--- src/rtl/sam_pkg.sv ---
package sam_pkg;

  // Address format selected by the mode input
  typedef enum logic {
    MODE_SHORT = 1'b0,
    MODE_LONG  = 1'b1
  } addrMode_t;

  // Control sequencing state
  typedef enum logic {
    ST_IDLE  = 1'b0,
    ST_ARMED = 1'b1
  } ctrlState_t;

  // Strobes from control to datapath
  typedef struct packed {
    logic doCompare;  // evaluate the presented byte now
    logic doClear;    // drop the addressed flag
  } samStrobe_t;

endpackage

--- src/rtl/sam_ctrl.sv ---
module sam_ctrl
  import sam_pkg::*;
(
  input  logic       clk,
  input  logic       rstN,
  input  logic       startSeen,
  input  logic       stopSeen,
  input  logic       byteValid,
  output samStrobe_t strobe
);

  ctrlState_t state, stateNext;
  logic       compareNow;

  // A byte is compared only while armed, and never in a cycle that also
  // carries a bus event (START re-arms, STOP aborts).
  assign compareNow = (state == ST_ARMED) && byteValid && !startSeen && !stopSeen;

  always_comb begin
    stateNext = state;
    if (startSeen)
      stateNext = ST_ARMED;
    else if (stopSeen || compareNow)
      stateNext = ST_IDLE;
  end

  always_ff @(posedge clk) begin
    if (!rstN)
      state <= ST_IDLE;
    else
      state <= stateNext;
  end

  always_comb begin
    strobe           = '0;
    strobe.doCompare = compareNow;
    strobe.doClear   = stopSeen;
  end

  AST_ARM_ON_START: assert property (@(posedge clk) disable iff (!rstN)
    startSeen |=> (state == ST_ARMED));

  AST_DISARM_ON_STOP: assert property (@(posedge clk) disable iff (!rstN)
    (stopSeen && !startSeen) |=> (state == ST_IDLE));

  AST_ONE_COMPARE_PER_START: assert property (@(posedge clk) disable iff (!rstN)
    (strobe.doCompare && !startSeen) |=> !strobe.doCompare);

endmodule

--- src/rtl/sam_datapath.sv ---
module sam_datapath
  import sam_pkg::*;
#(
  parameter int ADDR_W = 7,
  localparam int BYTE_W = ADDR_W + 1
) (
  input  logic              clk,
  input  logic              rstN,
  input  samStrobe_t        strobe,
  input  logic [BYTE_W-1:0] addrByte,
  input  logic [ADDR_W-1:0] ownAddr,
  input  logic              ownRw,
  input  logic              tenBitMode,
  output logic              matchPulse,
  output logic              addrFlag
);

  logic [ADDR_W-1:0] bitEq;
  logic              rwOk;
  logic              hit;

  // Per-bit equality of the address field, byte bit i+1 against stored bit i
  for (genvar i = 0; i < ADDR_W; i++) begin : g_addrBit
    assign bitEq[i] = ~(addrByte[i+1] ^ ownAddr[i]);
  end

  // Direction bit only takes part in long-address mode
  always_comb begin
    unique case (addrMode_t'(tenBitMode))
      MODE_SHORT: rwOk = 1'b1;
      MODE_LONG:  rwOk = (addrByte[0] == ownRw);
      default:    rwOk = 1'b0;
    endcase
  end

  assign hit = (&bitEq) && rwOk;

  always_ff @(posedge clk) begin
    if (!rstN) begin
      matchPulse <= 1'b0;
      addrFlag   <= 1'b0;
    end else begin
      matchPulse <= strobe.doCompare && hit;
      if (strobe.doClear)
        addrFlag <= 1'b0;
      else if (strobe.doCompare)
        addrFlag <= hit;
    end
  end

  AST_PULSE_SINGLE: assert property (@(posedge clk) disable iff (!rstN)
    matchPulse |=> !matchPulse);

  AST_PULSE_WITH_FLAG: assert property (@(posedge clk) disable iff (!rstN)
    matchPulse |-> addrFlag);

  AST_CLEAR_DROPS_FLAG: assert property (@(posedge clk) disable iff (!rstN)
    strobe.doClear |=> !addrFlag);

  AST_FLAG_STABLE: assert property (@(posedge clk) disable iff (!rstN)
    (!strobe.doClear && !strobe.doCompare) |=> $stable(addrFlag));

endmodule

--- src/rtl/slv_addr_match.sv ---
module slv_addr_match
  import sam_pkg::*;
#(
  parameter int ADDR_W = 7,
  localparam int BYTE_W = ADDR_W + 1
) (
  input  logic              clk,
  input  logic              rstN,
  input  logic              startSeen,
  input  logic              stopSeen,
  input  logic              byteValid,
  input  logic [BYTE_W-1:0] addrByte,
  input  logic [ADDR_W-1:0] ownAddr,
  input  logic              ownRw,
  input  logic              tenBitMode,
  output logic              matchPulse,
  output logic              addrFlag
);

  samStrobe_t strobe;

  sam_ctrl u_ctrl (
    .clk       (clk),
    .rstN      (rstN),
    .startSeen (startSeen),
    .stopSeen  (stopSeen),
    .byteValid (byteValid),
    .strobe    (strobe)
  );

  sam_datapath #(.ADDR_W(ADDR_W)) u_dp (
    .clk        (clk),
    .rstN       (rstN),
    .strobe     (strobe),
    .addrByte   (addrByte),
    .ownAddr    (ownAddr),
    .ownRw      (ownRw),
    .tenBitMode (tenBitMode),
    .matchPulse (matchPulse),
    .addrFlag   (addrFlag)
  );

  AST_SHORT_ADDR_EARNED: assert property (@(posedge clk) disable iff (!rstN)
    (matchPulse && !$past(tenBitMode)) |->
      ($past(addrByte[BYTE_W-1:1]) == $past(ownAddr)));

  AST_LONG_ADDR_EARNED: assert property (@(posedge clk) disable iff (!rstN)
    (matchPulse && $past(tenBitMode)) |->
      ($past(addrByte) == {$past(ownAddr), $past(ownRw)}));

  AST_PULSE_NEEDS_VALID: assert property (@(posedge clk) disable iff (!rstN)
    matchPulse |-> $past(byteValid));

endmodule

--- config.mk ---
export PLATFORM = sky130hd
export DESIGN_NAME = slv_addr_match
export DESIGN_NICKNAME = d
export VERILOG_FILES = /design/src/rtl/sam_pkg.sv /design/src/rtl/sam_ctrl.sv /design/src/rtl/sam_datapath.sv /design/src/rtl/slv_addr_match.sv
export SDC_FILE = /design/constraint.sdc
export NUM_CORES = 1
export LEC_CHECK = 0
export BUFFER_PORTS_ARGS = -buffer_cell sky130_fd_sc_hd__buf_2
export CAP_MARGIN = 20
export CORE_AREA = 5 5 42 44
export CTS_BUF_LIST = sky130_fd_sc_hd__clkbuf_8
export DETAILED_ROUTE_END_ITERATION = 8
export DIE_AREA = 0 0 47 49
export PLACE_DENSITY = 0.51
export SYNTH_ARGS = -nofsm -noshare
export SYNTH_HDL_FRONTEND = slang
export SYNTH_SLANG_ARGS = --single-unit
export TNS_END_PERCENT = 1
--- constraint.sdc ---
create_clock -name clk -period 1.3 [get_ports clk]
set_clock_uncertainty 0.05 [all_clocks]
set_input_delay 0.26 -clock clk [delete_from_list [all_inputs] [get_ports clk]]
set_output_delay 0.26 -clock clk [all_outputs]
set_load 0.1 [all_outputs]
==> impl_summary.md <==
Global route
The largest net degree at the start of global routing is 4. The first-pass GRT wire length is 848 um. The number of antenna violations at the first check in global routing is 0.

The global-route usage over all layers is 5.56%. The via count of the first global-routing pass is 248. For this run the aggregate overflow at the end of global routing stands at 0.

Setup path
For the worst setup path, the data arrival time is 1.21 ns. The class of the most critical setup path is in2reg. The required time at the worst-slack endpoint is 1.38 ns.

The maximum net fanout on the critical path is 2. The category of the worst setup path capture point is a flop. STA classifies the critical path startpoint as an input port.

Final layout
Once layout is complete, the cells apart from fillers number 65. The total of fill cells in the finished design is 156. The fraction of the core area covered by cells at the end of the flow is 30.8%. The area added between synthesis and finish is 103%. The repair_antennas step left the layout with diodes totalling 0. The fraction of final layout cells sized beyond drive strength 1 is 61.2%. Leaving out fill and tap cells, the most frequent cells in the layout are sky130_fd_sc_hd__buf_2 (21), sky130_fd_sc_hd__xor2_1 (8), sky130_fd_sc_hd__clkbuf_8 (3). Leaving out fill and tap cells, the most frequent cell in the layout is sky130_fd_sc_hd__buf_2. The final layout contains 72 nets.

CTS
The clock passes through at most 2 buffers. Clock-pin slew was measured on the worst setup and hold paths at 0.03 ns. TritonCTS built the clock tree.

The total clock buffers created by CTS is 3. The cell sitting at the root of the clock tree is a sky130_fd_sc_hd__clkbuf_8. The number of levels in the clock H-tree is 1.

The number of buffers added for setup after CTS is 0. The sink count of the clock tree is 3. The later pin in the worst-skew pair is clocked with a latency of 0.21 ns. The number of gates resized after cts is 0.

Floorplan
The die extent in x is 47 um. The total core area is 1400 um^2. The top-level I/O count is 24. Once the floorplan was initialized, standard cells occupied 15.2% of the core. In this run the core area contains 14 standard-cell rows. The die covers 2300 um^2. The floorplan step set the die height to 49 um.

Timing
The worst-case headroom to the max-slew limit is 76.6%. The maximum operating frequency is 883 MHz. The number of max-slew violations in the final report is 0. The hold violation total from the final report is 0. Setup slack closes at 0.168 ns. The minimum clock period is 1.13 ns. The share of the clock period used by the worst path is 87.1%. The post-route worst hold slack is 0.226 ns. Setup repair after global routing left no endpoint under its margin. The slew at the pin closest to its max-slew limit is 0.348 ns. Setup violations remaining at the end of the flow were counted as 0.

Outcome
The run finished with clean final reports.

Detailed routing
The initial detailed-routing violation count is 0. For this run, the detailed router's first-pass iteration total came to 1. The wire length reported by the detailed router is 624 um. The ratio of routed vias to standard cells is 4.12. After detailed routing, the number of remaining DRC violations is 0. The total via count in the routed design is 268.

The post-route antenna net violation count is 0. The average detailed-routed wire length per instance is 9.60 um.

Yosys
The number of standard cells after synthesis is 21. The fraction of the yosys area taken by sequential cells is 28.2%. After synthesis, the netlist uses 11 different library cells. The synthesized area per cell is 10.1 um^2. The number of nets in the synthesized netlist is 43. The mapped cell area is 213 um^2. The flop and latch count out of synthesis is 3.

The Yosys step of the flow raised 0 warnings.

Power
The reported leakage power is 0.000204 uW. The power per cell area is 981 nW/um^2. The maximum vdd drop is 0.569 mV.

Worst hold path
The min-delay analysis places its worst path in the category in2reg.

Placed design
The estimated wirelength of the detail-placed design is 553 um. The number of placed instances, taps included is 61. The count of input and output buffers is 23. The pre-CTS setup slack is -0.0533 ns. At the end of routability-driven placement, the weighted congestion stood at 0.624.

Flow run
The number of max-capacitance violations reported is 0.
-- per-stage QoR --
stage / total power (uW) / setup TNS [ns] / cell area, um^2
after floorplan: 122 / 0 / 214
after global routing: 453 / 0 / 432
final: 423 / 0 / 432
after global placement: 164 / -0.0532 / 387
after detailed placement: 165 / -0.0533 / 387
after CTS: 437 / 0 / 432
-- sequential cells by signal, summed over array words and instances (netlist names) --
register and count:
u_ctrl.state 1, u_dp.addrFlag 1, u_dp.matchPulse 1
-- final timing paths --
kind,start,end,slack [ns],cells past startpoint
max,ownAddr[4],u_dp.addrFlag,0.17,5
min,rstN,u_ctrl.state,0.23,2
max reg2reg,u_ctrl.state,u_dp.addrFlag,0.22,4
min reg2reg,u_dp.addrFlag,u_dp.addrFlag,0.53,2
-- metal layers --
metal / share of wire (%) / wire length, um / up-vias / GRT usage (%)
li1: - / - / 134 / -
met1: 36 / 224 / 115 / 4.82
met2: 46 / 285 / 19 / 8.14
met3: 18 / 114 / 0 / 4.43
met4: 0 / 0 / 0 / 4.15
met5: 0 / 0 / - / 0
-- cell usage after synthesis --
master	number	share of area, %
sky130_fd_sc_hd__o21a_1	1	3.5
sky130_fd_sc_hd__nand2_1	1	1.8
sky130_fd_sc_hd__nand4bb_1	1	5.3
sky130_fd_sc_hd__nor4_1	1	2.9
sky130_fd_sc_hd__and4_2	1	4.7
sky130_fd_sc_hd__a32oi_1	1	4.1
sky130_fd_sc_hd__nand3b_1	1	3.5
sky130_fd_sc_hd__nor3b_1	2	7.1
sky130_fd_sc_hd__xor2_1	8	33
sky130_fd_sc_hd__nor4_2	1	5.9
sky130_fd_sc_hd__dfxtp_1	3	28
-- final cells by class --
class | count | area, um^2 | area share, %
multi-input combinational | 18 | 153 | 35.4
clock buffer | 3 | 41.3 | 9.57
clock inverter | 1 | 3.75 | 0.870
tap | 16 | 20.0 | 4.64
timing repair buffer | 24 | 153 | 35.4
sequential | 3 | 61.3 | 14.2
-- cell families (layout without fill, tap and decap cells) --
group	after synthesis	in the layout	share of synthesized area, %
DFF	3	3	28.2
xor gates and xnor gates	8	8	32.9
buffers and inverters	0	28	0
and+or+nand+nor	8	8	31.2
AOI/OAI and AO/OA	2	2	7.65
-- timing repair --
action	CTS	global route
hold endpoints to repair	0	0
hold buffers	0	0
setup endpoints to repair	0	1
-- where the power goes --
group | internal [uW] | switching (uW)
clock | 201 | 59.8
sequential | 94.7 | 1.32
combinational | 39.8 | 26.8
total | 335 | 88.0
-- worst max-delay path, stage by stage --
cell                      delay [ns]
sky130_fd_sc_hd__buf_2          0.10
sky130_fd_sc_hd__xor2_1         0.15
sky130_fd_sc_hd__nor4_1         0.37
sky130_fd_sc_hd__a32oi_1        0.15
sky130_fd_sc_hd__nor3b_1        0.18
No activity file was read; power rests on OpenSTA's default activity.
